**config.mk**
```make
export PLATFORM = sky130hd
export DESIGN_NAME = bank_cmd_tracker
export DESIGN_NICKNAME = d
export VERILOG_FILES = /design/src/rtl/bank_cmd_tracker.sv
export SDC_FILE = /design/constraint.sdc
export NUM_CORES = 1
export LEC_CHECK = 0
export BUFFER_PORTS_ARGS = -buffer_cell sky130_fd_sc_hd__buf_4
export CORE_AREA = 8 8 116 224
export CTS_CLUSTER_DIAMETER = 30
export CTS_CLUSTER_SIZE = 12
export DETAILED_ROUTE_END_ITERATION = 10
export DIE_AREA = 0 0 124 232
export PLACE_DENSITY_LB_ADDON = 0.2
export SLEW_MARGIN = 20
export SYNTH_ARGS = -nofsm -noshare
export SYNTH_HDL_FRONTEND = slang
export SYNTH_SLANG_ARGS = --single-unit
export TNS_END_PERCENT = 1
```
**constraint.sdc**
```tcl
create_clock -name clk -period 6 [get_ports clk]
set_input_delay 1.2 -clock clk [delete_from_list [all_inputs] [get_ports clk]]
set_output_delay 1.2 -clock clk [all_outputs]
set_load 0.02 [all_outputs]
```
**src/rtl/bank_cmd_tracker.sv**
```systemverilog
module bank_cmd_tracker #(
  parameter int T_RCD_RD = 4,
  parameter int T_RCD_WR = 3,
  parameter int T_RP     = 4,
  parameter int T_RC     = 12,
  parameter int T_WR     = 3,
  parameter int T_RFC    = 20,
  parameter int BURST    = 2
) (
  input  logic        clk,
  input  logic        rst_n,
  input  logic [3:0]  cmd_op,
  input  logic [1:0]  cmd_bank,
  input  logic        cmd_ap_all,
  output logic        cmd_illegal,
  output logic [11:0] bank_state,
  output logic [1:0]  low_power,
  output logic [3:0]  act_rdy,
  output logic [3:0]  rd_rdy,
  output logic [3:0]  wr_rdy,
  output logic [3:0]  pre_rdy,
  output logic        sref_rdy
);
  localparam int MAX_A   = (T_RCD_RD > T_RCD_WR) ? T_RCD_RD : T_RCD_WR;
  localparam int AGE_MAX = (T_RC > MAX_A) ? T_RC : (MAX_A > 0 ? MAX_A : 1);
  localparam int CW      = $clog2(AGE_MAX + T_WR + T_RP + T_RFC + BURST + 2);

  localparam logic [3:0] OP_NOP = 4'd0, OP_DES = 4'd1, OP_ACT = 4'd2, OP_RD = 4'd3,
                         OP_WR = 4'd4, OP_PRE = 4'd5, OP_BST = 4'd6, OP_REF = 4'd7,
                         OP_SRI = 4'd8, OP_SRO = 4'd9, OP_PDI = 4'd10, OP_PDO = 4'd11;
  localparam logic [2:0] S_IDLE = 3'd0, S_OPEN = 3'd1, S_RD = 3'd2, S_WR = 3'd3, S_PRE = 3'd4;
  localparam logic [1:0] M_RUN = 2'd0, M_PD = 2'd1, M_SR = 2'd2;

  logic [2:0]    st   [4];
  logic [CW-1:0] age  [4];
  logic [CW-1:0] bcnt [4];
  logic [CW-1:0] pcnt [4];
  logic [CW-1:0] wrc  [4];
  logic [3:0]    ap;
  logic [1:0]    mode;
  logic [CW-1:0] busy;
  logic [3:0]    is_idle, is_rd, is_wr, is_pre, is_open;
  logic          run, any_ap, bst_ok, pd_ok, cmd_ok;

  assign run       = (mode == M_RUN) && (busy == '0);
  assign any_ap    = |ap;
  assign low_power = mode;

  for (genvar b = 0; b < 4; b++) begin : g_bank
    assign is_idle[b] = st[b] == S_IDLE;
    assign is_open[b] = st[b] == S_OPEN;
    assign is_rd[b]   = st[b] == S_RD;
    assign is_wr[b]   = st[b] == S_WR;
    assign is_pre[b]  = st[b] == S_PRE;
    assign bank_state[3*b +: 3] = st[b];
    assign act_rdy[b] = run && is_idle[b] && age[b] >= CW'(T_RC);
    assign rd_rdy[b]  = run && (is_open[b] || is_rd[b] || is_wr[b]) && !any_ap
                        && age[b] >= CW'(T_RCD_RD);
    assign wr_rdy[b]  = run && (is_open[b] || is_rd[b] || is_wr[b]) && !any_ap
                        && age[b] >= CW'(T_RCD_WR);
    assign pre_rdy[b] = run && (is_idle[b] || (is_open[b] && wrc[b] == '0)
                        || (is_rd[b] && !ap[b]));
  end

  assign bst_ok   = run && (|is_rd) && !(|is_wr) && !any_ap;
  assign pd_ok    = run && !(|is_rd) && !(|is_wr) && !(|is_pre);
  assign sref_rdy = run && (&is_idle);

  always_comb begin
    case (cmd_op)
      OP_NOP, OP_DES: cmd_ok = 1'b1;
      OP_ACT:         cmd_ok = act_rdy[cmd_bank];
      OP_RD:          cmd_ok = rd_rdy[cmd_bank];
      OP_WR:          cmd_ok = wr_rdy[cmd_bank];
      OP_PRE:         cmd_ok = cmd_ap_all ? (&pre_rdy) : pre_rdy[cmd_bank];
      OP_BST:         cmd_ok = bst_ok;
      OP_REF, OP_SRI: cmd_ok = sref_rdy;
      OP_SRO:         cmd_ok = mode == M_SR;
      OP_PDI:         cmd_ok = pd_ok;
      OP_PDO:         cmd_ok = mode == M_PD;
      default:        cmd_ok = 1'b0;
    endcase
  end
  assign cmd_illegal = !cmd_ok;

  always_ff @(posedge clk or negedge rst_n) begin
    if (!rst_n) begin
      for (int b = 0; b < 4; b++) begin
        st[b]   <= S_IDLE;
        age[b]  <= CW'(AGE_MAX);
        bcnt[b] <= '0;
        pcnt[b] <= '0;
        wrc[b]  <= '0;
      end
      ap   <= '0;
      mode <= M_RUN;
      busy <= '0;
    end else begin
      if (busy != '0) busy <= busy - 1'b1;
      for (int b = 0; b < 4; b++) begin
        if (age[b] < CW'(AGE_MAX)) age[b] <= age[b] + 1'b1;
        if (wrc[b] != '0) wrc[b] <= wrc[b] - 1'b1;
        case (st[b])
          S_RD, S_WR: begin
            if (bcnt[b] > CW'(1)) bcnt[b] <= bcnt[b] - 1'b1;
            else begin
              ap[b] <= 1'b0;
              if (ap[b]) begin
                st[b]   <= S_PRE;
                pcnt[b] <= is_wr[b] ? CW'(T_WR + T_RP) : CW'(T_RP);
              end else begin
                st[b] <= S_OPEN;
                if (is_wr[b]) wrc[b] <= CW'(T_WR);
              end
            end
          end
          S_PRE: begin
            if (pcnt[b] > CW'(1)) pcnt[b] <= pcnt[b] - 1'b1;
            else st[b] <= S_IDLE;
          end
          default: ;
        endcase
        if (cmd_ok) begin
          case (cmd_op)
            OP_ACT: if (cmd_bank == 2'(b)) begin
              st[b]  <= S_OPEN;
              age[b] <= CW'(1);
            end
            OP_RD, OP_WR: begin
              if (cmd_bank == 2'(b)) begin
                st[b]   <= (cmd_op == OP_RD) ? S_RD : S_WR;
                bcnt[b] <= CW'(BURST);
                ap[b]   <= cmd_ap_all;
              end else if (is_rd[b] || is_wr[b]) begin
                st[b]   <= S_OPEN;
                bcnt[b] <= '0;
                if (is_wr[b]) wrc[b] <= CW'(T_WR);
              end
            end
            OP_PRE: if ((cmd_ap_all || cmd_bank == 2'(b)) && !is_idle[b]) begin
              st[b]   <= S_PRE;
              pcnt[b] <= CW'(T_RP);
              bcnt[b] <= '0;
            end
            OP_BST: if (is_rd[b]) begin
              st[b]   <= S_OPEN;
              bcnt[b] <= '0;
            end
            default: ;
          endcase
        end
      end
      if (cmd_ok) begin
        case (cmd_op)
          OP_REF:         busy <= CW'(T_RFC);
          OP_SRI:         mode <= M_SR;
          OP_PDI:         mode <= M_PD;
          OP_SRO, OP_PDO: mode <= M_RUN;
          default: ;
        endcase
      end
    end
  end
endmodule

```
==> qor.csv <==
metric,value,unit
syn_area,0.00794,mm^2
std_cell_rows,79,
intPower,2.53,mW
nets,1023,
criticalPathCategory,flop to primary output,
combPwrFrac,0.358,
cts_resized,0,
gr-total-overflow,0,
syn_nets,998,
max_stage_delay,710,ps
antenna_found_initial,0,
fmax,0.210,GHz
track_usage,0.188,
die_x,124,um
start_kind,flop,
io_buffers,40,
numCtsBuffers,17,
initial_utilization,0.343,
drtAntennaViolNets,0,
ys_types,76,
ys_async_sr_fraction,1.00,
finalClockSkew,8.85,ps
drc,0,
cts_root_buf,clkbuf_16,
register_area,0.00301,mm^2
hp-class,flop to flop,
p_seq_frac,0.355,
synth.avg_cell_area,8.27,um^2
routed-via-count,7450,
status,finished clean,
clkTransAtPathRegs,60,ps
fillers,2417,
drv_cap,0,
cts_max_level,4,
tightest_slew,864,ps
cts_tree,yes,
die_y,232,um
switching_power,1.61,mW
maxSlewHeadroom,0.419,
cpMostUsedCell,nand2_1,
postCtsHoldBufs,0,
multi_input_area,0.00456,mm^2
yosysWarningCount,0,
grt_max_degree,46,
hold_viol,0,
grt_pass1_vias,7425,
place_congestion,1.02,
yosysSeqAreaShare,0.380,
pwr-share-clk,0.287,
core,0.0231,mm^2
wl,26200,um
clockBufferDepth,2,
fin_area,0.00914,mm^2
setup-tns-final,0,ps
diodes,0,
cts_setup_buffers,0,
cp.required,4800,ps
place_hpwl,19800,um
drtIter0Drc,386,
cp_cell_sequence,inv_1 -> ha_1 -> nor4b_2 -> nand2_1 -> or4_1 -> and4_4 -> and3_4 -> nand2_1 -> inv_2 -> buf_4,
min_period_over_period,0.794,
first_pass_iters,7,
io_pins,41,
dpl-instance-area,0.00846,mm^2
drive_gt1_frac,0.106,
slowest_stage,or4_1,
sw_frac_of_total,0.389,
finalMaxSlewViolations,0,
p_leak,3.83,nW
grt_pass1_wl,41100,um
cts_sinks,120,
wl_per_cell,20.4,um
area.growth.synth_to_final,15.1,%
power.density,453,mW/mm^2
setup.worst_path.end_class,primary output,
setup_viol,0,
worstPathArrival,3560,ps
clk_latency,450,ps
peakVddDrop,0.000202,V
rsz0062_at_grt,no,
avgViaCountPerCell,5.82,
die_area,0.0288,mm^2
synth_edf_count,0,
cp_max_fo,16,
syn-instance-count,959,
finalCriticalPeriod,4760,ps
synth_seq_cells,120,
synth_top_flop_cell,dfrtp_1,
## power by group through the flow
stage | clock [mW] | sequential (mW) | combinational (mW)
after detailed placement | 0 | 1.48 | 1.48
after global placement | 0 | 1.47 | 1.46
after floorplan | 0 | 1.35 | 1.15
after global routing | 1.24 | 1.52 | 1.68
after CTS | 1.21 | 1.46 | 1.49
final | 1.19 | 1.47 | 1.48
## cells in the mapped netlist (15+ instances only)
cell | instances | share of area
nand3_1 | 15 | 0.0095
nand2b_1 | 27 | 0.021
nand2_1 | 65 | 0.031
nor2_1 | 125 | 0.059
inv_1 | 47 | 0.022
nor4_1 | 18 | 0.014
clkbuf_1 | 36 | 0.017
a21oi_1 | 66 | 0.042
o21ai_0 | 67 | 0.042
xnor2_1 | 17 | 0.019
or3_1 | 21 | 0.017
dfrtp_1 | 112 | 0.35
o22ai_1 | 25 | 0.020
ha_1 | 30 | 0.047
nor3_1 | 57 | 0.036
nor2b_1 | 27 | 0.021
## cell families (layout without fill, tap and decap cells)
logic type,Yosys count,after routing,share of synthesized area
simple gates,415,415,0.269
compound gates,277,277,0.227
flops,120,120,0.380
buf+inv,90,128,0.0460
fa+ha+maj,30,30,0.0473
xor+xnor,19,19,0.0210
mux,8,8,0.0104
## through the flow
stage               power, mW  utilization  hold slack [ps]  std cells  setup slack [ps]
floorplan                2.50            -              451        959              1850
detailed placement       2.96        0.366              492       1248              1360
global placement         2.93        0.366              501       1248              1370
global route             4.44        0.395              525       1280               971
finish                   4.14        0.395              501       1280              1240
CTS                      4.17        0.395              500       1280              1250
## state kept, by name (all words and copies together) (netlist names)
name,flops
busy,6
bcnt,24
age,24
pcnt,24
bank_state,12
wrc,24
ap,4
low_power,2
## final cells by class
| cell class | count | share of cell area |
|---|---|---|
| clock buffer | 24 | 0.0527 |
| clock inverter | 8 | 0.0208 |
| inverter | 48 | 0.0197 |
| multi-input combinational | 749 | 0.499 |
| sequential | 120 | 0.330 |
| tap | 283 | 0.0388 |
| timing repair buffer | 48 | 0.0394 |
## layout by cell type, fill, tap and decap left out, types with 9 or more instances in the layout
cell,n
nor2_1,125
dfrtp_1,112
o21ai_0,67
a21oi_1,66
nand2_1,65
nor3_1,57
buf_4,48
inv_1,47
ha_1,30
nor2b_1,27
nand2b_1,27
o22ai_1,25
or3_1,21
nor4_1,18
xnor2_1,17
clkbuf_16,17
nand3_1,15
a211o_1,13
nor3b_1,12
a211oi_1,12
a31oi_1,12
a21o_1,12
o221ai_1,9
## critical path, delay by kind of cell (launching register included)
family,cells,cell delay [ps]
and+or+nand+nor,6,2080
buffers and inverters,3,440
DFF,1,370
adders and majority gates,1,210
## per-layer routing
metal	track usage	share of wire
met2	0.339	0.54
met5	0	0
met3	0.0470	0.042
met4	0.125	0.056
met1	0.183	0.36
## worst paths after layout
path | slack [ps] | cells after the start | from | to
setup / recovery | 1240 | 10 | busy[0]$_DFF_PN0_ | cmd_illegal
hold / removal | 500 | 1 | bcnt[23]$_DFF_PN0_ | bcnt[23]$_DFF_PN0_
setup reg to reg | 2170 | 10 | busy[0]$_DFF_PN0_ | bcnt[0]$_DFF_PN0_
hold reg to reg | 500 | 1 | bcnt[23]$_DFF_PN0_ | bcnt[23]$_DFF_PN0_
max in group asynchronous | 4330 | 2 | rst_n | pcnt[7]$_DFF_PN0_
min in group asynchronous | 700 | 1 | rst_n | busy[5]$_DFF_PN0_
No activity file was read; power rests on OpenSTA's default activity.
